### config.mk
export PLATFORM = sky130hd
export DESIGN_NAME = dcl_cmd_sched
export DESIGN_NICKNAME = d
export VERILOG_FILES = /design/src/rtl/dcl_pkg.sv /design/src/rtl/dcl_peak_avg.sv /design/src/rtl/dcl_band_sel.sv /design/src/rtl/dcl_ramp.sv /design/src/rtl/dcl_cmd_sched.sv
export SDC_FILE = /design/constraint.sdc
export NUM_CORES = 1
export LEC_CHECK = 0
export ABC_AREA = 1
export ABC_CLOCK_PERIOD_IN_PS = 8200
export BUFFER_PORTS_ARGS = -buffer_cell sky130_fd_sc_hd__buf_2
export CORE_ASPECT_RATIO = 0.8
export CORE_MARGIN = 1
export CORE_UTILIZATION = 50
export CTS_BUF_LIST = sky130_fd_sc_hd__clkbuf_4 sky130_fd_sc_hd__clkbuf_8
export DETAILED_ROUTE_END_ITERATION = 7
export PLACE_DENSITY = 0.63
export SLEW_MARGIN = 20
export SYNTH_ARGS = -nofsm -noshare
export SYNTH_HDL_FRONTEND = slang
export SYNTH_SLANG_ARGS = --single-unit
### constraint.sdc
create_clock -name clk -period 8.2 [get_ports clk]
set_input_delay 1.64 -clock clk [delete_from_list [all_inputs] [get_ports clk]]
set_output_delay 1.64 -clock clk [all_outputs]
set_load 0.005 [all_outputs]
### src/rtl/dcl_pkg.sv
package dcl_pkg;

  // Peak-domain threshold for band edge k: RMS edge times sqrt(2), approximated as 181/128.
  function automatic int unsigned edge_thr(input int unsigned k,
                                           input int unsigned edge0,
                                           input int unsigned edge_step);
    return ((edge0 + edge_step * k) * 181) / 128;
  endfunction

endpackage

### src/rtl/dcl_peak_avg.sv
module dcl_peak_avg #(
  parameter int unsigned W_DATA   = 16,
  parameter int unsigned N_AVG    = 10000,
  parameter int unsigned RECIP_SH = 32
) (
  input  logic              clk,
  input  logic              rst_n,
  input  logic              smp_vld,
  input  logic [W_DATA-1:0] vd_in,
  output logic [W_DATA-1:0] peak,
  output logic              peak_vld
);
  localparam int unsigned W_CNT  = (N_AVG > 1) ? $clog2(N_AVG) : 1;
  localparam int unsigned W_ACC  = W_DATA + W_CNT;
  localparam int unsigned W_RC   = RECIP_SH + 1;
  localparam int unsigned W_PROD = W_ACC + W_RC;
  localparam longint unsigned RC_L = ((64'd1 << RECIP_SH) + 64'(N_AVG) - 64'd1) / 64'(N_AVG);
  localparam logic [W_RC-1:0] RC = W_RC'(RC_L);

  logic [W_ACC-1:0]  acc_q, acc_d, sum_q, sum_d;
  logic [W_CNT-1:0]  cnt_q, cnt_d;
  logic              pend_q, pend_d, vld_q, vld_d;
  logic [W_DATA-1:0] peak_q, peak_d;
  logic [W_PROD-1:0] prod;
  logic              last;

  assign last = smp_vld && (cnt_q == W_CNT'(N_AVG - 1));
  assign prod = W_PROD'(sum_q) * W_PROD'(RC);

  always_comb begin
    acc_d  = acc_q;
    cnt_d  = cnt_q;
    sum_d  = sum_q;
    pend_d = last;
    vld_d  = pend_q;
    peak_d = peak_q;
    if (smp_vld) begin
      if (last) begin
        acc_d = '0;
        cnt_d = '0;
        sum_d = acc_q + W_ACC'(vd_in);
      end else begin
        acc_d = acc_q + W_ACC'(vd_in);
        cnt_d = cnt_q + W_CNT'(1);
      end
    end
    if (pend_q) begin
      peak_d = prod[RECIP_SH +: W_DATA];
    end
  end

  always_ff @(posedge clk or negedge rst_n) begin
    if (!rst_n) begin
      acc_q  <= '0;
      cnt_q  <= '0;
      sum_q  <= '0;
      pend_q <= 1'b0;
      vld_q  <= 1'b0;
      peak_q <= '0;
    end else begin
      acc_q  <= acc_d;
      cnt_q  <= cnt_d;
      sum_q  <= sum_d;
      pend_q <= pend_d;
      vld_q  <= vld_d;
      peak_q <= peak_d;
    end
  end

  assign peak     = peak_q;
  assign peak_vld = vld_q;
endmodule

### src/rtl/dcl_band_sel.sv
module dcl_band_sel #(
  parameter int unsigned W_DATA    = 16,
  parameter int unsigned N_BANDS   = 7,
  parameter int unsigned EDGE0     = 740,
  parameter int unsigned EDGE_STEP = 40,
  parameter int unsigned HYST      = 8,
  parameter int unsigned TGT_BASE  = 1520,
  parameter int unsigned TGT_STEP  = 80
) (
  input  logic              clk,
  input  logic              rst_n,
  input  logic              peak_vld,
  input  logic [W_DATA-1:0] peak,
  output logic [W_DATA-1:0] tgt,
  output logic              tgt_ok
);
  localparam int unsigned N_EDGES = N_BANDS - 1;
  localparam int unsigned W_BAND  = $clog2(N_BANDS);

  logic [W_BAND-1:0]  band_q, band_d, band_new;
  logic [W_DATA-1:0]  tgt_q, tgt_d;
  logic               ok_q, ok_d;
  logic [N_EDGES-1:0] passed;
  logic [31:0]        pk32;

  assign pk32 = 32'(peak);

  for (genvar k = 0; k < N_EDGES; k++) begin : g_edge
    localparam int unsigned THR = dcl_pkg::edge_thr(k, EDGE0, EDGE_STEP);
    assign passed[k] = (k < int'(band_q)) ? (pk32 + HYST >= THR)
                                          : (pk32 >= THR + HYST);
  end

  always_comb begin
    band_new = '0;
    for (int k = 0; k < N_EDGES; k++) begin
      band_new = band_new + W_BAND'(passed[k]);
    end
  end

  always_comb begin
    band_d = band_q;
    tgt_d  = tgt_q;
    ok_d   = ok_q;
    if (peak_vld) begin
      band_d = band_new;
      tgt_d  = W_DATA'(TGT_BASE + TGT_STEP * 32'(band_new));
      ok_d   = 1'b1;
    end
  end

  always_ff @(posedge clk or negedge rst_n) begin
    if (!rst_n) begin
      band_q <= '0;
      tgt_q  <= W_DATA'(TGT_BASE);
      ok_q   <= 1'b0;
    end else begin
      band_q <= band_d;
      tgt_q  <= tgt_d;
      ok_q   <= ok_d;
    end
  end

  assign tgt    = tgt_q;
  assign tgt_ok = ok_q;
endmodule

### src/rtl/dcl_ramp.sv
module dcl_ramp #(
  parameter int unsigned W_DATA    = 16,
  parameter int unsigned START_OFS = 160,
  parameter int unsigned RAMP_STEP = 2
) (
  input  logic              clk,
  input  logic              rst_n,
  input  logic              start,
  input  logic              smp_vld,
  input  logic [W_DATA-1:0] vdc_meas,
  input  logic [W_DATA-1:0] tgt,
  input  logic              tgt_ok,
  output logic [W_DATA-1:0] cmd,
  output logic              run
);
  localparam logic [W_DATA-1:0] STEP = W_DATA'(RAMP_STEP);
  localparam logic [W_DATA-1:0] OFS  = W_DATA'(START_OFS);

  logic [W_DATA-1:0] cmd_q, cmd_d, up_gap, dn_gap;
  logic              run_q, run_d, step_en;

  assign up_gap  = tgt - cmd_q;
  assign dn_gap  = cmd_q - tgt;
  assign step_en = run_q && tgt_ok && smp_vld;

  always_comb begin
    cmd_d = cmd_q;
    run_d = run_q;
    if (start) begin
      cmd_d = vdc_meas + OFS;
      run_d = 1'b1;
    end else if (step_en) begin
      if (cmd_q < tgt) begin
        cmd_d = (up_gap > STEP) ? cmd_q + STEP : tgt;
      end else if (cmd_q > tgt) begin
        cmd_d = (dn_gap > STEP) ? cmd_q - STEP : tgt;
      end
    end
  end

  always_ff @(posedge clk or negedge rst_n) begin
    if (!rst_n) begin
      cmd_q <= '0;
      run_q <= 1'b0;
    end else begin
      cmd_q <= cmd_d;
      run_q <= run_d;
    end
  end

  assign cmd = cmd_q;
  assign run = run_q;
endmodule

### src/rtl/dcl_cmd_sched.sv
module dcl_cmd_sched #(
  parameter int unsigned W_DATA    = 16,
  parameter int unsigned N_AVG     = 10000,
  parameter int unsigned RECIP_SH  = 32,
  parameter int unsigned N_BANDS   = 7,
  parameter int unsigned EDGE0     = 740,
  parameter int unsigned EDGE_STEP = 40,
  parameter int unsigned HYST      = 8,
  parameter int unsigned TGT_BASE  = 1520,
  parameter int unsigned TGT_STEP  = 80,
  parameter int unsigned START_OFS = 160,
  parameter int unsigned RAMP_STEP = 2
) (
  input  logic              clk,
  input  logic              rst_n,
  input  logic              smp_vld,
  input  logic              start,
  input  logic [W_DATA-1:0] vd_in,
  input  logic [W_DATA-1:0] vdc_meas,
  output logic [W_DATA-1:0] peak_est,
  output logic              peak_vld,
  output logic [W_DATA-1:0] cmd_out
);
  logic [W_DATA-1:0] peak_w, tgt_w, cmd_w;
  logic              pvld_w, ok_w, run_w;

  dcl_peak_avg #(.W_DATA(W_DATA), .N_AVG(N_AVG), .RECIP_SH(RECIP_SH)) avg_i (
    .clk(clk), .rst_n(rst_n), .smp_vld(smp_vld), .vd_in(vd_in),
    .peak(peak_w), .peak_vld(pvld_w)
  );

  dcl_band_sel #(
    .W_DATA(W_DATA), .N_BANDS(N_BANDS), .EDGE0(EDGE0), .EDGE_STEP(EDGE_STEP),
    .HYST(HYST), .TGT_BASE(TGT_BASE), .TGT_STEP(TGT_STEP)
  ) band_i (
    .clk(clk), .rst_n(rst_n), .peak_vld(pvld_w), .peak(peak_w),
    .tgt(tgt_w), .tgt_ok(ok_w)
  );

  dcl_ramp #(.W_DATA(W_DATA), .START_OFS(START_OFS), .RAMP_STEP(RAMP_STEP)) ramp_i (
    .clk(clk), .rst_n(rst_n), .start(start), .smp_vld(smp_vld),
    .vdc_meas(vdc_meas), .tgt(tgt_w), .tgt_ok(ok_w), .cmd(cmd_w), .run(run_w)
  );

  assign peak_est = peak_w;
  assign peak_vld = pvld_w;
  assign cmd_out  = cmd_w;
endmodule

== Word-level counts from Yosys, hierarchy flattened ==
Index checks and enable logic that the tools add are counted.

* Input port bits: 36
* Flip-flop bits (word level): 129
* Output and inout bits: 33

* Reductions and logical operators: 7
* Muxes and demuxes: 14
* $add $sub $neg: 14
* Equality and inequality tests: 1
* Magnitude comparators: 22
* $mul: 2

{| class="wikitable"
|+ Operators with widths
! operator !! number
|-
| 32-bit by 11-bit greater-or-equal comparator with 1-bit output, second input constant || 6
|-
| 16-bit by 11-bit greater-or-equal comparator with 1-bit output, second input constant || 6
|-
| 16-bit two-way mux || 6
|-
| 30-bit by 19-bit multiplier with 48-bit output, second input constant || 1
|-
| 16-bit by 2-bit greater-than comparator with 1-bit output, second input constant || 2
|-
| 16-bit subtractor || 2
|-
| 30-bit by 16-bit adder with 30-bit output || 1
|-
| 30-bit two-way mux || 1
|-
| 16-bit by 4-bit adder with 17-bit output, second input constant || 1
|-
| 16-bit by 2-bit adder with 16-bit output, second input constant || 1
|-
| 16-bit by 8-bit adder with 16-bit output, second input constant || 1
|-
| 16-bit greater-than comparator || 1
|-
| 16-bit < comparator || 1
|-
| 16-bit by 2-bit subtractor with 16-bit output, second input constant || 1
|-
| 14-bit by 1-bit adder with 14-bit output, second input constant || 1
|-
| 14-bit equality test, second input constant || 1
|-
| 14-bit two-way mux || 1
|-
| 11-bit by 10-bit adder with 12-bit output, first input constant || 1
|-
| 3-bit by 1-bit adder with 3-bit output || 4
|-
| 1-bit by 3-bit < comparator with 1-bit output, first input constant || 2
|-
| 2-bit by 3-bit < comparator with 1-bit output, first input constant || 2
|-
| 3-bit < comparator, first input constant || 2
|-
| 3-bit by 3-bit multiplier with 6-bit output, first input constant || 1
|-
| 1-bit two-way mux || 6
|-
| 5 further kinds || 8
|}

== Depth between registers and ports, before layout ==
Gate-level depths: netlist of run 1.

* Word-level depth: 10
* Depth in mapped cells: 32

== Modules after synthesis ==
From an unflattened synthesis of run 1, not the netlist that was laid out.

* Cell total of the unflattened synthesis: 3047
* Area, all modules: 21684.5 µm²

{| class="wikitable"
|+ Modules (own cells, without submodules)
! module !! cells each !! instances !! seq. area each (µm²) !! area an instance (µm²)
|-
| dcl_peak_avg || 1989 || 1 || 2302.2 || 15735.1
|-
| dcl_ramp || 757 || 1 || 425.4 || 4113.9
|-
| dcl_band_sel || 301 || 1 || 307.8 || 1835.5
|}

== Least setup slack after synthesis of run 1 ==
Ideal clock, no wire load.

* Kind: reg-to-reg
* Start: reg avg_i.sum_q[14]
* End: reg avg_i.peak_q[12], in the netlist avg_i.peak[12]
* Period minus slack after synthesis: 5.149 ns
* Arrival: 5.018 ns
* Data required time: 8.069 ns
* Setup slack: 3.051 ns
* Library setup time: 0.131 ns
* Stages on the path, launching flop included: 22
* Buffers on the path: 0
* Cells stage by stage: dfrtp_1 -> ha_1 -> fa_1 -> inv_1 -> fa_1 -> inv_1 -> fa_1 -> inv_1 -> fa_1 -> inv_1 -> fa_1 -> ha_1 -> nand2_1 -> inv_1 -> a21oi_1 -> a21boi_0 -> o21ai_0 -> a21oi_1 -> o21ai_0 -> or2_2 -> nand3_1 -> o21ai_0

* Cells in the longest elaborated chain, start to end: 1

{| class="wikitable"
|+ RTL lines
! item !! RTL line !! source
|-
| start: declaration || dcl_peak_avg.sv:20 || <nowiki>logic [W_ACC-1:0] acc_q, acc_d, sum_q, sum_d;</nowiki>
|-
| start signal: assignment || dcl_peak_avg.sv:63 || <nowiki>sum_q <= sum_d;</nowiki>
|-
| 30-bit by 19-bit multiplier with 48-bit output || dcl_peak_avg.sv:28 || <nowiki>assign prod = W_PROD'(sum_q) * W_PROD'(RC);</nowiki>
|-
| end signal: assignment || dcl_peak_avg.sv:66 || <nowiki>peak_q <= peak_d;</nowiki>
|-
| end: declaration || dcl_peak_avg.sv:23 || <nowiki>logic [W_DATA-1:0] peak_q, peak_d;</nowiki>
|}

Every way passes these cells.
A chain may end at the register's enable or synchronous reset.

== Worst setup path after layout of run 1 ==
* Start: reg avg_i.sum_q[12]
* End: reg avg_i.peak_q[12], in the netlist avg_i.peak[12]

The elaborated chain is that of the path after synthesis.

==> results of run 1 <==
## synth_stat cells (5+ instances only)
cell type,number
o211ai_1,7
buf_2,5
fa_1,238
a21oi_1,96
dfstp_2,6
clkbuf_1,21
o21ai_0,148
nand3_1,151
nand2_2,8
nand3b_1,8
nor3_1,34
inv_1,698
o21ai_1,6
o21a_1,5
dfrtp_1,115
a31oi_1,18
xnor2_1,19
nand2_1,461
nand4_1,37
nor4_1,18
or2_2,12
ha_1,239
o21bai_1,7
xor2_1,49
inv_2,9
a21o_1,7
nor2_1,206
o31ai_1,7
nor2_4,5
## power by group
part | switching, uW | leakage (uW) | internal [uW] | total [uW]
Sequential | 98.8 | 0.00149 | 680 | 779
Combinational | 526 | 0.00980 | 278 | 804
Clock | 304 | 0.000210 | 314 | 618
## layer usage
layer / GRT usage / wire length, um
met4: 0.05000 / 565
met5: 0.01434 / 81
met1: 0.4779 / 29920
met2: 0.4215 / 23160
met3: 0.08131 / 5259
## stage by stage
step / std cells / utilization / hold WS [ns] / power [uW]
global placement: 3255 / 0.5309 / 0.4265 / 1566
CTS: 3287 / 0.5416 / 0.4513 / 2205
floorplan: 2679 / - / 0.4151 / 1339
global route: 3287 / 0.5416 / 0.4923 / 2350
finish: 3287 / 0.5416 / 0.4451 / 2201
detailed placement: 3255 / 0.5309 / 0.4319 / 1580
## cell type report
cell class,instances,area [um2]
fill,3895,18120
multi-input combinational,1818,14250
sequential,121,3035
inverter,709,2661
tap,536,670.6
timing repair buffer,71,369.1
clock buffer,19,255.2
clock inverter,13,167.7
## registers in the layout, indices dropped and copies added, names as in the netlist
register        flops
band_i.band_q       3
band_i.tgt_ok       1
avg_i.acc_q        30
avg_i.peak_vld      1
band_i.tgt          8
avg_i.sum_q        30
ramp_i.run          1
avg_i.pend_q        1
avg_i.peak         16
ramp_i.cmd         16
avg_i.cnt_q        14
## logic make-up (layout without fill, tap and decap cells)
group / after synthesis / count (layout) / synth area share
AO/OA/AOI/OAI: 319 / 319 / 0.08732
XOR/XNOR: 68 / 68 / 0.02965
adder cells (fa/ha/maj): 477 / 477 / 0.3860
buffers and inverters: 740 / 812 / 0.1397
AND/OR/NAND/NOR: 954 / 954 / 0.2062
flip-flops: 121 / 121 / 0.1511
## worst max path at each step
stage | to | startpoint | slack [ns]
6_report | avg_i.peak[12]$_DFFE_PN0P_ | avg_i.sum_q[12]$_DFFE_PN0P_ | 1.92
2_1_floorplan | avg_i.peak[12]$_DFFE_PN0P_ | avg_i.sum_q[14]$_DFFE_PN0P_ | 3.05
4_1_cts | avg_i.peak[12]$_DFFE_PN0P_ | avg_i.sum_q[17]$_DFFE_PN0P_ | 2.01
3_3_place_gp | avg_i.peak[12]$_DFFE_PN0P_ | avg_i.sum_q[17]$_DFFE_PN0P_ | 2.03
3_5_place_dp | avg_i.peak[12]$_DFFE_PN0P_ | avg_i.sum_q[17]$_DFFE_PN0P_ | 2.05
5_1_grt | avg_i.peak[12]$_DFFE_PN0P_ | avg_i.sum_q[12]$_DFFE_PN0P_ | 1.45
## critical path, delay by kind of cell, from the launching register on
family | cells | cell delay, ns
DFF | 1 | 0.48
and+or+nand+nor | 7 | 1.09
buffers and inverters | 6 | 0.37
adders and majority gates | 7 | 3.47
AOI/OAI and AO/OA | 2 | 0.77
==> summary.md, run 1 <==
| Metric | Value |
|---|---|
| Slew of the pin with the lowest slew margin | `around 1.1 ns` |
| Crit end category | `flip-flop` |
| Most used cell, CP | `inv_1` |
| LEAKAGE | `0.01150 uW` |
| Crit path max-delay cell type | `o21ai_0` |
| Post-cts hold buffer count | `0` |
| Peak VDD IR | `between 0.15 and 0.2 mV` |
| Crit Path Category | `flip-flop to flip-flop` |
| Post-Syn Area per Cell | `between 7 and 8 um2` |
| Dpl ws | `slightly above 2 ns` |
| # diodes | `0` |
| Rows | `65` |
| Die area | `a little over 40000 um2` |
| TritonCTS clock tree | `built` |
| Warnings, synthesis | `0` |
| Placed cell areas | `around 21000 um2` |
| CTS clk-pin slew, worst paths | `0.08 ns` |
| Rel. slew slack | `0.2483` |
| Synthesized cell area | `~20000 um2` |
| IO Count | `between 60 and 70` |
| Min Tclk post-route | `6.282 ns` |
| Final instance area | `21410 um2` |
| Crit path launch type | `flip-flop` |
| Post-route DRC | `0` |
| Fin Setup TNS | `0 ns` |
| Post-DP HPWL | `around 51000 um` |
| Share of cells above drive strength 1 | `0.05671` |
| Power density cells | `102.8 nW/um2` |
| Crit path max fanout | `6` |
| First-pass GRT wire length | `between 90000 and 100000 um` |
| Total CTS buffers | `17` |
| Final antenna-violating net count | `0` |
| Final #Nets | `between 3000 and 4000` |
| Final WL | `roughly 59000 um` |
| Post-synthesis register bit count | `about 120` |
| R2R Path Start | `avg_i.sum_q[12]$_DFFE_PN0P_` |
| Number of slew-limit violations in the final report | `0` |
| DR pass1 iterations | `5` |
| Die Wd | `around 230 um` |
| Async SR Flop Fraction | `1.000` |
| Hold EP | `band_i.tgt_ok$_DFFE_PN0P_` |
| Iteration-0 DRC Markers | `roughly 1500` |
| Synth area leader | `fa_1` |
| I/O Buffers | `68` |
| Final setup fails | `0` |
| CTS resizes | `0` |
| Status | `finished, final reports clean` |
| Fin crit share | `0.7661` |
| Commonest cells after routing, fill and taps aside | `698 x inv_1, 461 x nand2_1, 239 x ha_1, 238 x fa_1, 206 x nor2_1` |
| H-tree depth | `4` |
| Worst setup margin | `1.918 ns` |
| Critical Path RT | `around 8.6 ns` |
| Routed wire per std cell | `17.94 um` |
| Hold Crit Start | `band_i.tgt_ok$_DFFE_PN0P_` |
| RR Endpoint | `avg_i.peak[12]$_DFFE_PN0P_` |
| Unrepaired setup endpoints after global routing | `no` |
| Synth Flop Type | `dfrtp_1` |
| Initial Util | `0.5082` |
| CP max stage delay | `0.67 ns` |
| Worst reg-to-reg path cell count | `22` |
| RePlAce Congestion | `around 1.0` |
| Area contributors post-synth | `fa_1 24%, ha_1 15%, dfrtp_1 14%, inv_1 13%, nand2_1 8.6%` |
| Most common cell after layout, fill and taps aside | `inv_1` |
| Hold path depth | `2` |
| CTS Sinks | `between 100 and 150` |
| EDFF count, synth | `0` |
| Clock tree buffer depth | `2` |
| Core Area | `around 40000 um2` |
| Root Driver | `clkbuf_8` |
| Total track usage | `0.3062` |
| Max cap viols | `0` |
| Hold Crit Class | `flip-flop to flip-flop` |
| FF-to-FF setup slack | `between 1.5 and 2 ns` |
| DR vias/cell | `about 5.3` |
| Crit path cell chain | `ha_1 > fa_1 > fa_1 > inv_1 > fa_1 > inv_1 > fa_1 > inv_1 > fa_1 > inv_1 > ha_1 > nand2_1 > nor2_1 > inv_1 > nor2_1 > inv_1 > nor4_1 > nand2_1 > o21ai_0 > or2_2 > nand3_1 > o21ai_0` |
| Fin. Hold Viols | `0` |
| Net count after synthesis | `between 3000 and 4000` |
| Sequential area share after synthesis | `0.1511` |
| DIE HEIGHT | `about 180 um` |
| Clk_skew | `between 0.02 and 0.025 ns` |
| Post-synth top area share | `0.2372` |
| Initial antenna violation count | `1` |
| Unique masters post-synth | `53` |
| Grt ovf | `0` |
| Fmax | `roughly 160 MHz` |
| Area growth syn-to-layout | `6.559%` |
| CP arrival | `about 6.7 ns` |
| DR vias | `between 15000 and 20000` |
| Number of global-route vias before repair | `around 17000` |
| Setup bufs post-CTS | `0` |
| Syn Inst Count | `between 2000 and 3000` |
| Clock latency on the worst-skew pair | `approximately 0.53 ns` |
| Largest net degree at the start of global routing | `66` |
Note: power is estimated with default switching activity, not from simulation.
==> run 2, diff against run 1 <==
--- a/config.mk
+++ b/config.mk
@@ -6,7 +6,7 @@
 export NUM_CORES = 1
 export LEC_CHECK = 0
 export ABC_AREA = 1
-export ABC_CLOCK_PERIOD_IN_PS = 8200
+export ABC_CLOCK_PERIOD_IN_PS = 5850
 export BUFFER_PORTS_ARGS = -buffer_cell sky130_fd_sc_hd__buf_2
 export CORE_ASPECT_RATIO = 0.8
 export CORE_MARGIN = 1
==> constraint.sdc (replaced) <==
create_clock -name clk -period 5.85 [get_ports clk]
set_input_delay 1.17 -clock clk [delete_from_list [all_inputs] [get_ports clk]]
set_output_delay 1.17 -clock clk [all_outputs]
set_load 0.005 [all_outputs]
==> run 2 against run 1 <==
Register-to-register slack lost 1.7 ns. Global-route usage grew 0.32 points. Clock-buffer cell count down 1. Critical path type unchanged. Design area grew 2.7%. Sequential cell count unchanged. Sequential power up 40%. Fmax is 12% higher.
==> summary.md, run 2 (same netlist as run 1, synthesis figures left out) <==
| Metric | Value |
|---|---|
| Initial Util | `0.5082 (unchanged)` |
| Crit Path Category | `flip-flop to flip-flop` |
| Min Tclk post-route | `5.612 ns (-0.6691 ns)` |
| Final #Nets | `3287 (+1.1%)` |
| Switching Share | `0.4242 (+0.002122)` |
| Hold EP | `ramp_i.run$_DFFE_PN0P_` |
| Fin. Hold Viols | `0 (unchanged)` |
| Core Area | `39530 um2 (unchanged)` |
| Post-route DRC | `0 (unchanged)` |
| Iteration-0 DRC Markers | `1660 (+12%)` |
| WP buf/inv | `3 (-3)` |
| Crit path launch type | `flip-flop` |
| Total track usage | `0.3095 (+0.003248)` |
| Worst reg-to-reg path cell count | `20 (-9.1%)` |
| First-pass GRT wire length | `96860 um (+1.7%)` |
| Clk_skew | `0.01023 ns (-0.01257 ns)` |
| Unrepaired setup endpoints after global routing | `yes` |
| Fmax | `178.2 MHz (+12%)` |
| RePlAce Congestion | `0.9647 (-4.3%)` |
| Critical Path RT | `6.21 ns (-2.42 ns)` |
| Status | `finished, final reports clean` |
| Hold path depth | `2 (unchanged)` |
| # diodes | `0 (unchanged)` |
| Clock tree buffer depth | `2 (unchanged)` |
| Psw | `1272 uW (+37%)` |
| Slew of the pin with the lowest slew margin | `0.9385 ns (-0.1858 ns)` |
| DR vias/cell | `5.244 (-0.86%)` |
| Power density cells | `136.5 nW/um2 (+33%)` |
| Clock latency on the worst-skew pair | `0.51 ns (-0.02 ns)` |
| Hold Crit Start | `ramp_i.run$_DFFE_PN0P_` |
| IO Count | `69 (unchanged)` |
| R2R Path Start | `avg_i.sum_q[21]$_DFFE_PN0P_` |
| DIE HEIGHT | `181.3 um (unchanged)` |
| RR Endpoint | `avg_i.peak[14]$_DFFE_PN0P_` |
| Post-cts hold buffer count | `0 (unchanged)` |
| Crit path max-delay cell type | `fa_1` |
| Peak VDD IR | `0.1525 mV (-0.55%)` |
| Final setup fails | `0 (unchanged)` |
| Hold Crit Class | `flip-flop to flip-flop` |
| DR vias | `17426 (+0.23%)` |
| Number of global-route vias before repair | `17634 (+1.8%)` |
| CP max stage delay | `0.56 ns (-0.11 ns)` |
| Power Total | `2999 uW (+36%)` |
| Crit path cell chain | `ha_1 > inv_2 > fa_1 > fa_1 > inv_1 > fa_1 > fa_1 > ha_1 > ha_1 > nand2_1 > nor2_1 > inv_1 > nor2_1 > nand3_2 > nor4_1 > nand2_1 > nand2_1 > nand2_1 > nand3_1 > o21ai_0` |
| I/O Buffers | `68 (unchanged)` |
| H-tree depth | `4 (unchanged)` |
| Commonest cells after routing, fill and taps aside | `696 x inv_1, 459 x nand2_1, 238 x fa_1, 217 x ha_1, 198 x nor2_1` |
| CTS clk-pin slew, worst paths | `0.08 ns (about the same)` |
| Die Wd | `226.1 um (unchanged)` |
| Final instance area | `21980 um2 (+2.7%)` |
| DR pass1 iterations | `6 (+1)` |
| LEAKAGE | `0.01164 uW (+1.3%)` |
| Fin crit share | `0.9594 (+0.1934)` |
| Final WL | `58960 um (about the same)` |
| Die area | `40990 um2 (unchanged)` |
| Pint | `1727 uW (+36%)` |
| Routed wire per std cell | `17.74 um (-1.1%)` |
| Rows | `65 (unchanged)` |
| Seq pwr share | `0.363 (+0.009)` |
| Placed cell areas | `21240 um2 (+1.2%)` |
| Crit path max fanout | `6 (unchanged)` |
| Number of slew-limit violations in the final report | `0 (unchanged)` |
| Share of cells above drive strength 1 | `0.09401 (+0.03730)` |
| Family with the most delay on the worst path | `adder cells` |
| Total CTS buffers | `17 (unchanged)` |
| Largest net degree at the start of global routing | `75 (+14%)` |
| Largest regs | `avg_i.acc_q: 30 flops, avg_i.sum_q: 30 flops` |
| Post-DP HPWL | `50520 um (about the same)` |
| Area growth syn-to-layout | `9.399%` |
| CP arrival | `5.97 ns (-0.74 ns)` |
| Root Driver | `clkbuf_8` |
| Crit end category | `flip-flop` |
| CTS Sinks | `121 (unchanged)` |
| FF-to-FF setup slack | `0.24 ns (-1.68 ns)` |
| Rel. slew slack | `0.3720 (+0.1237)` |
| Initial antenna violation count | `0 (-1)` |
| Combinational cell fraction of total power | `0.371 (+0.006)` |
| Clk pwr share | `0.266 (-0.015)` |
| TritonCTS clock tree | `built` |
| Grt ovf | `0 (unchanged)` |
| Final antenna-violating net count | `0 (unchanged)` |
| Most common cell after layout, fill and taps aside | `inv_1` |
| Max cap viols | `0 (unchanged)` |
run 2: routing by layer:
| layer | GRT usage | vias to the layer above | share of wire |
|---|---|---|---|
| li1 | - | 8470 | - |
| met1 | 0.4874 | 8386 | 0.51 |
| met2 | 0.4233 | 536 | 0.40 |
| met3 | 0.08619 | 34 | 0.087 |
| met4 | 0.04243 | 0 | 0.0091 |
| met5 | 0 | - | 0 |
run 2: worst max-delay path by stage:
stage / from / endpoint / slack [ns] / cells after the start
3_3_place_gp: avg_i.sum_q[17]$_DFFE_PN0P_ / avg_i.peak[12]$_DFFE_PN0P_ / -0.007 / 21
6_report: avg_i.sum_q[21]$_DFFE_PN0P_ / avg_i.peak[14]$_DFFE_PN0P_ / 0.24 / 20
2_1_floorplan: avg_i.sum_q[14]$_DFFE_PN0P_ / avg_i.peak[12]$_DFFE_PN0P_ / 0.70 / 21
3_5_place_dp: avg_i.sum_q[17]$_DFFE_PN0P_ / avg_i.peak[12]$_DFFE_PN0P_ / 0.04 / 23
5_1_grt: avg_i.sum_q[6]$_DFFE_PN0P_ / avg_i.peak[14]$_DFFE_PN0P_ / -0.02 / 22
4_1_cts: avg_i.sum_q[17]$_DFFE_PN0P_ / avg_i.peak[12]$_DFFE_PN0P_ / 0.01 / 23
run 2: final cells by class:
class	count	area [um2]
Timing Repair Buffer	107	639.4
Fill cell	3948	17550
Tap cell	536	670.6
Inverter	709	2661
Clock inverter	14	147.6
Multi-Input combinational cell	1818	14560
Clock buffer	18	241.5
Sequential cell	121	3057
run 2: power by group through the flow:
stage	registers, uW	clock network (uW)	logic (uW)
floorplan	1050	0	825
global placement	1100	0	1080
detailed placement	1100	0	1100
CTS	1080	820	1100
global route	1110	856	1260
finish	1090	798	1110
run 2: through the flow:
stage                TNS (ns)  hold slack, ns  instances  setup WS (ns)    util
floorplan                   0          0.4151       2679         0.7007       -
global placement    -0.007003          0.4377       3289      -0.007003  0.5373
detailed placement          0          0.4393       3289        0.03689  0.5373
CTS                         0          0.4602       3321        0.01444  0.5472
global route         -0.02714          0.4678       3323       -0.02270  0.5560
finish                      0          0.4605       3323         0.2375  0.5560
run 2: timing repair:
action,CTS,global route
endpoints found under the setup margin,0,13
buffers inserted,0,2
gates resized for setup,0,96
run 2: worst register-to-register path, cell delays in order (launching register included):
cell and delay, ns:
dfrtp_1 0.47, ha_1 0.37, inv_2 0.15, fa_1 0.49, fa_1 0.56, inv_1 0.06
fa_1 0.50, fa_1 0.43, ha_1 0.29, ha_1 0.39, nand2_1 0.21, nor2_1 0.24
inv_1 0.13, nor2_1 0.22, nand3_2 0.17, nor4_1 0.21, nand2_1 0.24, nand2_1 0.13
nand2_1 0.05, nand3_1 0.07, o21ai_0 0.10
==> run 3, diff against run 2 <==
--- a/config.mk
+++ b/config.mk
@@ -7,14 +7,16 @@
 export LEC_CHECK = 0
 export ABC_AREA = 1
 export ABC_CLOCK_PERIOD_IN_PS = 5850
-export BUFFER_PORTS_ARGS = -buffer_cell sky130_fd_sc_hd__buf_2
+export CAP_MARGIN = 5
 export CORE_ASPECT_RATIO = 0.8
 export CORE_MARGIN = 1
 export CORE_UTILIZATION = 50
 export CTS_BUF_LIST = sky130_fd_sc_hd__clkbuf_4 sky130_fd_sc_hd__clkbuf_8
 export DETAILED_ROUTE_END_ITERATION = 7
-export PLACE_DENSITY = 0.63
+export DONT_BUFFER_PORTS = 1
+export PLACE_DENSITY = 0.62
 export SLEW_MARGIN = 20
 export SYNTH_ARGS = -nofsm -noshare
 export SYNTH_HDL_FRONTEND = slang
+export SYNTH_HIERARCHICAL = 1
 export SYNTH_SLANG_ARGS = --single-unit
==> run 3 against run 2 <==
Die area is 7.9% higher. Register-to-register slack better by 0.06 ns. Synthesized cell count is 14% higher. Hold slack worse by 0.13 ns. Global-route usage is 0.77 points lower. Critical path type unchanged. Clock-buffer cell count is 2 higher. Fmax is 1.0% higher. Sequential share of layout area is 0.55 points lower. Highest routed layer unchanged. Setup slack better by 0.058 ns. Sequential power hardly changed. Via count is 11% higher. Cell count is 8.7% higher.
==> summary.md, run 3 <==
| Metric | Value |
|---|---|
| Status | `finished, final reports clean` |
| Dpl ws | `0.03708 ns (+0.0001879 ns)` |
| Most common cell after layout, fill and taps aside | `inv_1` |
| Final WL | `64250 um (+9.0%)` |
| Synth Area in Simple Gates | `0.2550 (+0.04887)` |
| Placed cell areas | `22280 um2 (+4.9%)` |
| Final setup fails | `0 (unchanged)` |
| Total CTS buffers | `17 (unchanged)` |
| Initial Util | `0.5122 (+0.003991)` |
| Number of slew-limit violations in the final report | `0 (unchanged)` |
| Synth area leader | `fa_1` |
| Largest family of logic cells by synthesized area | `adder cells` |
| Warnings, synthesis | `6 (+6)` |
| Mux share of post-synthesis cell area | `0 (unchanged)` |
| RePlAce Congestion | `0.9969 (+3.3%)` |
| Met3 Use GR | `0.06358 (-0.02261)` |
| Slew of the pin with the lowest slew margin | `1.219 ns (+0.2806 ns)` |
| Final #Nets | `3569 (+8.6%)` |
| EDFF count, synth | `0 (unchanged)` |
| Hold Crit Class | `input port to asynchronous set/reset pin` |
| CP arrival | `5.96 ns (about the same)` |
| Post-Syn Area per Cell | `7.117 um2 (-5.1%)` |
| H-tree depth | `4 (unchanged)` |
| I/O Buffers | `0 (-100%)` |
| Clk_skew | `0.01886 ns (+0.008631 ns)` |
| Sequential area share after synthesis | `0.1400 (-0.01113)` |
| Xor/xnor share of the synthesized area | `0.02787 (-0.001779)` |
| Core Area | `42330 um2 (+7.1%)` |
| Crit path max fanout | `6 (unchanged)` |
| FF-to-FF setup slack | `0.30 ns (+0.06 ns)` |
| Iteration-0 DRC Markers | `1525 (-8.1%)` |
| Crit end category | `flip-flop` |
| Unique masters post-synth | `59 (+11%)` |
| Hold WS | `0.3262 ns (-0.1343 ns)` |
| Post-synthesis compound-gate area fraction | `0.07541 (-0.01191)` |
| Post-DP HPWL | `54740 um (+8.4%)` |
| First-pass GRT wire length | `103900 um (+7.3%)` |
| Worst reg-to-reg path cell count | `21 (+5.0%)` |
| Unrepaired setup endpoints after global routing | `no` |
| Gr busiest metal | `met1` |
| Total track usage | `0.3017 (-0.007741)` |
| Synth Flop Type | `dfrtp_1` |
| Rel. slew slack | `0.1842 (-0.1878)` |
| TritonCTS clock tree | `built` |
| Clock tree buffer depth | `2 (unchanged)` |
| Async SR Flop Fraction | `1.000 (unchanged)` |
| CTS clk-pin slew, worst paths | `0.09 ns (about the same)` |
| Number of global-route vias before repair | `19379 (+9.9%)` |
| Max cap viols | `0 (unchanged)` |
| Post-Synth Adder-Cell Area | `0.3569 (-0.02912)` |
| Final antenna-violating net count | `0 (unchanged)` |
| Fmax | `180.0 MHz (+1.0%)` |
| Power Total | `3306 uW (+10%)` |
| Largest net degree at the start of global routing | `122 (+63%)` |
| Global routing met1 resource utilization | `0.4639 (-0.02349)` |
| DR pass1 iterations | `5 (-1)` |
| # diodes | `0 (unchanged)` |
| Share of cells above drive strength 1 | `0.04739 (-0.04662)` |
| DIE HEIGHT | `188.3 um (+3.9%)` |
| Final instance area | `22750 um2 (+3.5%)` |
| Grt ovf | `0 (unchanged)` |
| Crit Path Category | `flip-flop to flip-flop` |
| Met2 Use GR | `0.4372 (+0.01390)` |
| Post-synthesis register bit count | `121 (unchanged)` |
| LEAKAGE | `0.01291 uW (+11%)` |
| Power density cells | `145.3 nW/um2 (+6.5%)` |
| Top cells by count, synth | `754 x inv_1, 690 x nand2_1, 265 x ha_1, 221 x fa_1, 216 x nand3_1` |
| Post-synth top area share | `0.2040 (-0.03316)` |
| Post-route DRC | `0 (unchanged)` |
| Initial antenna violation count | `0 (unchanged)` |
| Area contributors post-synth | `fa_1 20%, ha_1 15%, dfrtp_1 13%, inv_1 13%, nand2_1 12%` |
| Commonest cells after routing, fill and taps aside | `754 x inv_1, 690 x nand2_1, 263 x ha_1, 221 x fa_1, 216 x nand3_1` |
| Fin. Hold Viols | `0 (unchanged)` |
| Root Driver | `clkbuf_8` |
| Crit path launch type | `flip-flop` |
| CTS Sinks | `121 (unchanged)` |
| DR vias | `19368 (+11%)` |
| R2R Path Start | `avg_i/sum_q[2]$_DFFE_PN0P_` |
| Most frequent cell after synthesis | `inv_1` |
| Min Tclk post-route | `5.555 ns (-0.05767 ns)` |
| Die area | `44210 um2 (+7.9%)` |
| Synthesized cell area | `21680 um2 (+7.9%)` |
| DR vias/cell | `5.362 (+2.3%)` |
| Routed wire per std cell | `17.79 um (+0.27%)` |
| Critical Path RT | `6.26 ns (+0.05 ns)` |
| Die Wd | `234.8 um (+3.9%)` |
| Clock latency on the worst-skew pair | `0.53 ns (+0.02 ns)` |
| Fin crit share | `0.9495 (-0.009858)` |
| Fin Setup TNS | `0 ns (unchanged)` |
| Worst setup margin | `0.2952 ns (+0.05767 ns)` |
| RR Endpoint | `avg_i/peak[15]$_DFFE_PN0P_` |
| IO Count | `69 (unchanged)` |
| Peak VDD IR | `0.2653 mV (+74%)` |
| Rows | `67 (+3.1%)` |
| Area growth syn-to-layout | `4.922%` |
| Largest regs | `avg_i/acc_q: 30 flops, avg_i/sum_q: 30 flops` |
| Syn Inst Count | `3047 (+14%)` |
[run 3: cell count changes after synthesis, sizes merged, moves of 8 or more]
cell | previous run | this run
nand3 | 153 | 223
nand4 | 37 | 47
buf | 10 | 30
fa | 238 | 221
ha | 239 | 265
xnor2 | 19 | 27
inv | 707 | 766
nand2 | 470 | 705
a21oi | 100 | 122
clkbuf | 21 | 13
a31oi | 18 | 5
o21ai | 154 | 123
[run 3: layout make-up]
type | instances | area [um2]
clock buffer | 20 | 262.8
inverter | 770 | 2893
sequential | 121 | 3040
fill | 4246 | 19580
tap | 552 | 690.7
clock inverter | 12 | 167.7
timing repair buffer | 17 | 127.6
multi-input combinational | 2120 | 15570
[run 3: stage by stage]
step,instances,util
after floorplan,3054,-
after global placement,3579,0.5263
after detailed placement,3579,0.5263
after CTS,3611,0.5364
after global routing,3612,0.5374
final,3612,0.5374
[run 3: worst max-delay path, cell delays in order (launching register included)]
cell     delay (ns)
dfrtp_1        0.54
ha_1           0.43
xor2_1         0.37
ha_1           0.31
inv_1          0.08
fa_1           0.41
inv_1          0.14
fa_1           0.44
fa_1           0.54
inv_1          0.05
fa_1           0.56
inv_1          0.06
ha_1           0.32
nand2_1        0.14
nor2_1         0.22
nand2_1        0.13
nor4_1         0.20
nand3_1        0.19
nand3_1        0.13
nand2_1        0.05
nand3_1        0.08
nand2_1        0.05
[run 3: metal layers]
metal | wire (um) | share of wire | vias up
met3 | 5067 | 0.079 | 39
met2 | 25750 | 0.40 | 623
met5 | 0 | 0 | -
li1 | - | - | 9376
met4 | 631 | 0.0098 | 0
met1 | 32800 | 0.51 | 9330
[run 3: repair_timing]
action                                  4_1_cts  5_1_grt
hold buffers                                  0        0
gates resized for setup                       0       10
buffers inserted                              0        1
endpoints found under the setup margin        0       16
[run 3: worst max path at each step]
| stage | end | from |
|---|---|---|
| after floorplan | avg_i/peak[6]$_DFFE_PN0P_ | avg_i/sum_q[8]$_DFFE_PN0P_ |
| after global placement | avg_i/peak[7]$_DFFE_PN0P_ | avg_i/sum_q[10]$_DFFE_PN0P_ |
| after detailed placement | avg_i/peak[11]$_DFFE_PN0P_ | avg_i/sum_q[10]$_DFFE_PN0P_ |
| after CTS | avg_i/peak[11]$_DFFE_PN0P_ | avg_i/sum_q[10]$_DFFE_PN0P_ |
| after global routing | avg_i/peak[7]$_DFFE_PN0P_ | avg_i/sum_q[5]$_DFFE_PN0P_ |
| final | avg_i/peak[15]$_DFFE_PN0P_ | avg_i/sum_q[2]$_DFFE_PN0P_ |
[run 3: cells by family after synthesis]
logic type               count (synthesis)
AND/OR/NAND/NOR                       1261
buffers and inverters                  813
adder cells (fa/ha/maj)                486
AO/OA/AOI/OAI                          296
flip-flops                             121
XOR/XNOR                                69
other                                    1
[run 3: where the power goes]
part | leakage [uW] | internal (uW) | switching [uW]
Clock | 0.000209 | 447 | 423
Combinational | 0.0112 | 429 | 919
Sequential | 0.00147 | 962 | 126
Total | 0.0129 | 1840 | 1470
